## src/rtl/pwrseq_pkg.sv

```systemverilog
package pwrseq_pkg;
  typedef enum logic [2:0] {
    ST_ACTIVE  = 3'd0,
    ST_CHECK   = 3'd1,
    ST_CLK_OFF = 3'd2,
    ST_SLEEP   = 3'd3,
    ST_WAKE    = 3'd4,
    ST_RESET   = 3'd5
  } pwrState_e;

  typedef struct packed {
    logic capDeep;
    logic capWake;
    logic capRst;
    logic rstByPok;
    logic markFall;
    logic markAbort;
  } seqStrobe_t;
endpackage

```

## src/rtl/pwrseq_ctrl.sv

```systemverilog
module pwrseq_ctrl
  import pwrseq_pkg::*;
(
  input  logic       clk,
  input  logic       rstN,
  input  logic       wfi,
  input  logic       lpHint,
  input  logic       dbgActive,
  input  logic       irqPending,
  input  logic       anyBusy,
  input  logic       wakeHit,
  input  logic       rstHit,
  input  logic       mainPok,
  output pwrState_e  state,
  output seqStrobe_t strobe
);
  pwrState_e nextState;

  always_comb begin
    nextState = state;
    strobe    = '0;
    unique case (state)
      ST_ACTIVE: begin
        if (rstHit) begin
          nextState     = ST_RESET;
          strobe.capRst = 1'b1;
        end else if (wfi && lpHint && !dbgActive) begin
          nextState      = ST_CHECK;
          strobe.capDeep = 1'b1;
        end
      end
      ST_CHECK: begin
        if (!mainPok || rstHit) begin
          nextState       = ST_RESET;
          strobe.capRst   = 1'b1;
          strobe.rstByPok = !mainPok;
        end else if (irqPending) begin
          nextState       = ST_ACTIVE;
          strobe.markFall = 1'b1;
        end else if (anyBusy) begin
          nextState        = ST_ACTIVE;
          strobe.markAbort = 1'b1;
        end else begin
          nextState = ST_CLK_OFF;
        end
      end
      ST_CLK_OFF, ST_SLEEP, ST_WAKE: begin
        if (!mainPok || rstHit) begin
          nextState       = ST_RESET;
          strobe.capRst   = 1'b1;
          strobe.rstByPok = !mainPok;
        end else if (state == ST_CLK_OFF) begin
          nextState = ST_SLEEP;
        end else if (state == ST_WAKE) begin
          nextState = ST_ACTIVE;
        end else if (wakeHit) begin
          nextState      = ST_WAKE;
          strobe.capWake = 1'b1;
        end
      end
      ST_RESET: begin
        if (mainPok) nextState = ST_ACTIVE;
      end
      default: nextState = ST_RESET;
    endcase
  end

  always_ff @(posedge clk or negedge rstN) begin
    if (!rstN) state <= ST_ACTIVE;
    else       state <= nextState;
  end
endmodule

```

## src/rtl/pwrseq_dp.sv

```systemverilog
module pwrseq_dp
  import pwrseq_pkg::*;
#(
  parameter int NW = 4,
  parameter int NR = 2
) (
  input  logic          clk,
  input  logic          rstN,
  input  logic          deepSel,
  input  logic          nvmBusy,
  input  logic          lcBusy,
  input  logic          otpBusy,
  input  logic [NW-1:0] wakeSrc,
  input  logic [NW-1:0] wakeEn,
  input  logic [NR-1:0] rstSrc,
  input  logic [NR-1:0] rstEn,
  input  seqStrobe_t    strobe,
  output logic          wakeHit,
  output logic          rstHit,
  output logic          anyBusy,
  output logic          deepLatched,
  output logic [NW-1:0] wakeCause,
  output logic [NR:0]   rstCause,
  output logic          fallThru,
  output logic          abortSeen
);
  localparam int NBUSY = 3;

  logic [NW-1:0]    wakeMasked;
  logic [NR-1:0]    rstMasked;
  logic [NBUSY-1:0] busyVec;

  assign busyVec = {otpBusy, lcBusy, nvmBusy};

  for (genvar i = 0; i < NW; i++) begin : g_wakeMask
    assign wakeMasked[i] = wakeSrc[i] & wakeEn[i];
  end
  for (genvar j = 0; j < NR; j++) begin : g_rstMask
    assign rstMasked[j] = rstSrc[j] & rstEn[j];
  end

  assign wakeHit = |wakeMasked;
  assign rstHit  = |rstMasked;
  assign anyBusy = |busyVec;

  always_ff @(posedge clk or negedge rstN) begin
    if (!rstN) begin
      deepLatched <= 1'b0;
      wakeCause   <= '0;
      rstCause    <= '0;
      fallThru    <= 1'b0;
      abortSeen   <= 1'b0;
    end else begin
      if (strobe.capDeep)   deepLatched <= deepSel;
      if (strobe.capWake)   wakeCause   <= wakeMasked;
      if (strobe.capRst)    rstCause    <= strobe.rstByPok ? {1'b1, {NR{1'b0}}}
                                                           : {1'b0, rstMasked};
      if (strobe.markFall)  fallThru    <= 1'b1;
      if (strobe.markAbort) abortSeen   <= 1'b1;
    end
  end
endmodule

```

## src/rtl/pwrseq_top.sv

```systemverilog
module pwrseq_top
  import pwrseq_pkg::*;
#(
  parameter int NW = 4,
  parameter int NR = 2
) (
  input  logic          clk,
  input  logic          rstN,
  input  logic          wfi,
  input  logic          lpHint,
  input  logic          deepSel,
  input  logic          dbgActive,
  input  logic          nvmBusy,
  input  logic          lcBusy,
  input  logic          otpBusy,
  input  logic          irqPending,
  input  logic [NW-1:0] wakeSrc,
  input  logic [NW-1:0] wakeEn,
  input  logic [NR-1:0] rstSrc,
  input  logic [NR-1:0] rstEn,
  input  logic          mainPok,
  output logic          clkEn,
  output logic          sleeping,
  output logic          sleepDeep,
  output logic          rstReq,
  output logic [NW-1:0] wakeCause,
  output logic [NR:0]   rstCause,
  output logic          fallThru,
  output logic          abortSeen
);
  pwrState_e  state;
  seqStrobe_t strobe;
  logic       wakeHit, rstHit, anyBusy, deepLatched;

  pwrseq_ctrl u_ctrl (
    .clk(clk), .rstN(rstN), .wfi(wfi), .lpHint(lpHint), .dbgActive(dbgActive),
    .irqPending(irqPending), .anyBusy(anyBusy), .wakeHit(wakeHit),
    .rstHit(rstHit), .mainPok(mainPok), .state(state), .strobe(strobe)
  );

  pwrseq_dp #(.NW(NW), .NR(NR)) u_dp (
    .clk(clk), .rstN(rstN), .deepSel(deepSel), .nvmBusy(nvmBusy),
    .lcBusy(lcBusy), .otpBusy(otpBusy), .wakeSrc(wakeSrc), .wakeEn(wakeEn),
    .rstSrc(rstSrc), .rstEn(rstEn), .strobe(strobe), .wakeHit(wakeHit),
    .rstHit(rstHit), .anyBusy(anyBusy), .deepLatched(deepLatched),
    .wakeCause(wakeCause), .rstCause(rstCause), .fallThru(fallThru),
    .abortSeen(abortSeen)
  );

  assign clkEn     = !(state == ST_CLK_OFF || state == ST_SLEEP);
  assign sleeping  = (state == ST_SLEEP);
  assign sleepDeep = (state == ST_SLEEP) && deepLatched;
  assign rstReq    = (state == ST_RESET);
endmodule

```

## config.mk

```make
export PLATFORM = sky130hd
export DESIGN_NAME = pwrseq_top
export DESIGN_NICKNAME = d
export VERILOG_FILES = /design/src/rtl/pwrseq_pkg.sv /design/src/rtl/pwrseq_ctrl.sv /design/src/rtl/pwrseq_dp.sv /design/src/rtl/pwrseq_top.sv
export SDC_FILE = /design/constraint.sdc
export NUM_CORES = 1
export LEC_CHECK = 0
export ABC_CLOCK_PERIOD_IN_PS = 1300
export BUFFER_PORTS_ARGS = -buffer_cell sky130_fd_sc_hd__buf_2
export CAP_MARGIN = 20
export CORE_UTILIZATION = 35
export DETAILED_ROUTE_END_ITERATION = 8
export PLACE_DENSITY = 0.78
export SLEW_MARGIN = 20
export SYNTH_ARGS = -nofsm -noshare
export SYNTH_HDL_FRONTEND = slang
export SYNTH_HIERARCHICAL = 1
export SYNTH_SLANG_ARGS = --single-unit
```

## constraint.sdc

```tcl
create_clock -name clk -period 1.3 [get_ports clk]
set_input_delay 0.195 -clock clk [delete_from_list [all_inputs] [get_ports clk]]
set_output_delay 0.195 -clock clk [all_outputs]
set_load 0.1 [all_outputs]
```

==> metrics <==
Via-to-Cell Ratio between 4 and 5; unrepaired setup endpoints after global routing yes; Sw Pwr approximately 900 µW; total grt overflow 0; worst hold path class in -> reg; worst reg2reg path startpoint u_ctrl/state[1]$_DFFE_PN0P_; crit start category register; Max Freq slightly below 0.7 GHz; die area ~2300 µm²; clock transition at the registers of the reported paths around 80 ps; Site Rows 16; Initial DRC Count 11; via total after detailed routing roughly 800; first-pass GRT wire length 3060 µm; Comb power frac 0.589; setup violators final 12; worst relative slew slack 0.679; initial antenna violation count 0; Static Leakage slightly above 0.0006 µW; I/O pin count 36; first drt pass iteration count 4; status complete, but fails checks; path depth of the worst reg2reg path 5; # clock sinks 13; ys async rst share 1.00; die height approximately 48 µm; failing checks negative setup slack; Worst Min Path Start deepSel; Worst Setup End Kind output pin; H-tree levels 1; Crit path arrival time roughly 1300 ps; final wirelength approximately 2000 µm; fraction of layout cells with a size suffix above 1 0.634; synthesized instance count 76; Worst Clk Skew about 0.99 ps; largest area contributor in the synthesized netlist dfrtp_1; Post-route DRC 0; CTS max path bufs 2; Initial Utilization 0.373; CTS root buffer clkbuf_4; largest net degree at the start of global routing 14; P&R area growth vs syn 75.6%; share of the synthesized area in the top cell type 0.444; critical path required time around 1100 ps; DRT antenna net count 0; Post-DP HPWL between 1000 and 1500 µm; Clock power frac 0.133; delay-heaviest family, CP flip-flops; port bufs 35; Die W around 48 µm; Max Slew Vio Count 0; Reg2Reg Setup Slack -130 ps; crit path time final roughly 1500 ps; Max VDD drop between 800 and 900 µV; Avg Inst Size Synth 9.63 µm²; Placer Congestion about 0.76; Slowest-stage cell, CP dfrtp_2; Layout Nets between 150 and 200; Seq cells post-synth 13; TritonCTS Buffers 3; worst-path cell chain buf_6, and4b_2, buf_12; Hold Slack 156 ps; Power Density 1480 nW/µm²; top fanout value on the critical path 6; worst r2r dst u_dp/rstCause[2]$_DFFE_PN0P_; final non-filler cell total between 150 and 200; worst path bufs/invs 2; Ys Warns 6; antenna cells 0; Yosys cell types 33; Synth Flop Type dfrtp_1; Tcrit/Tclk final 1.14; sequential area share after synthesis 0.444; Int Power about 1000 µW; dpl cells 149; Mapped Area 732 µm²; average wire per standard cell between 10 and 15 µm; core area slightly below 2000 µm²; maxcap violations 0; switching part of the total 0.473; Worst Tran Pin Value slightly below 500 ps; number of global-route vias before repair between 700 and 800; Worst path max stage delay 420 ps; hold-critical path endpoint u_dp/deepLatched$_DFFE_PN0P_; critical setup path kind reg -> out; synth top area cells dfrtp_1, o21ai_0, nand2_1; later-pin clock latency in the skew report roughly 270 ps; number of flops mapped to enable cells by yosys 0; All-Layer GR Usage 0.202; Syn Nets between 90 and 100; Seq pwr share 0.278; Final Hold Fails 0; CTS tree built; hold path cells 2; total negative slack -934 ps; setup slack after layout -184 ps
power groups by stage:
| stage | registers (µW) | clock network [µW] | logic (µW) |
|---|---|---|---|
| 3_5_place_dp | 554 | 0 | 929 |
| 5_1_grt | 541 | 290 | 1170 |
| 3_3_place_gp | 550 | 0 | 912 |
| 6_report | 527 | 252 | 1120 |
| 4_1_cts | 525 | 261 | 1040 |
| 2_1_floorplan | 941 | 0 | 299 |
metal layers:
metal,routed length [µm],vias up,global-route usage
li1,-,384,-
met1,788,372,0.199
met4,51,0,0.117
met3,83,6,0.0453
met2,1110,25,0.381
met5,0,-,0
cell type report:
type                       count  area [µm²]
fill                         162         677
multi-input combinational     55         440
timing repair buffer          55         429
sequential                    13         329
tap                           27        33.8
clock buffer                   4        26.3
inverter                       7        26.3
synth_stat cells (2+ instances only):
library cell and n:
a21oi_1 2, a22oi_1 2, and3b_2 2, dfrtp_1 13
inv_1 7, nand2_1 8, nand2b_1 2, nand3_1 4
nor2_1 5, o21ai_0 6, o22ai_1 2, or2_2 2
through the flow:
stage | cell area, µm² | util | setup WS (ps) | total power (µW)
3_5_place_dp | 1100 | 0.559 | -88.1 | 1480
3_3_place_gp | 1100 | 0.559 | -7.47 | 1460
2_1_floorplan | 749 | - | -18.8 | 1240
4_1_cts | 1220 | 0.623 | -182 | 1830
5_1_grt | 1280 | 0.655 | -219 | 2000
6_report | 1280 | 0.655 | -184 | 1900
cells by family (layout without fill, tap and decap cells):
| kind of cell | Yosys count | in the layout | share of synthesized area |
|---|---|---|---|
| simple gates | 37 | 37 | 0.327 |
| flops | 13 | 13 | 0.444 |
| mux | 2 | 2 | 0.0359 |
| buf+inv | 8 | 66 | 0.0513 |
| compound gates | 16 | 16 | 0.142 |
flip-flops by register name (all words and copies together) (netlist names):
signal,count
u_dp/wakeCause,4
u_ctrl/state,3
u_dp/rstCause,3
u_dp/abortSeen,1
u_dp/deepLatched,1
u_dp/fallThru,1
repair_timing:
item,CTS,global route
pin swaps,4,6
hold endpoints to repair,13,0
hold buffers,1,0
gates cloned,0,0
setup buffers,6,1
gates resized for setup,12,18
setup endpoints to repair,10,21
cells in the final DEF, fill, tap and decap left out, types with 2 or more instances in the layout:
cell / instances
nand3_1: 4
nor2_4: 2
buf_12: 4
and3b_2: 2
mux2_4: 2
nor3b_2: 2
buf_2: 25
inv_1: 7
dfrtp_2: 3
o22ai_2: 2
clkbuf_4: 9
o21ai_1: 3
dfrtp_1: 10
a21oi_1: 2
a22oi_1: 2
buf_6: 7
o21ai_0: 3
nor2_1: 4
buf_4: 12
or2_4: 2
nand2_1: 7
worst max-delay path by stage:
stage | from | cells past startpoint | end | slack, ps
after floorplan | u_ctrl/state[1]$_DFFE_PN0P_ | 4 | u_dp/rstCause[2]$_DFFE_PN0P_ | -20
after global placement | rstSrc[0] | 7 | u_dp/wakeCause[1]$_DFFE_PN0P_ | -7
after detailed placement | rstSrc[0] | 8 | u_dp/wakeCause[3]$_DFFE_PN0P_ | -90
after CTS | u_ctrl/state[2]$_DFFE_PN0P_ | 3 | sleepDeep | -180
after global routing | u_ctrl/state[2]$_DFFE_PN0P_ | 3 | sleepDeep | -220
final | u_ctrl/state[2]$_DFFE_PN0P_ | 3 | sleepDeep | -180
Note: power is estimated with default switching activity, not from simulation.
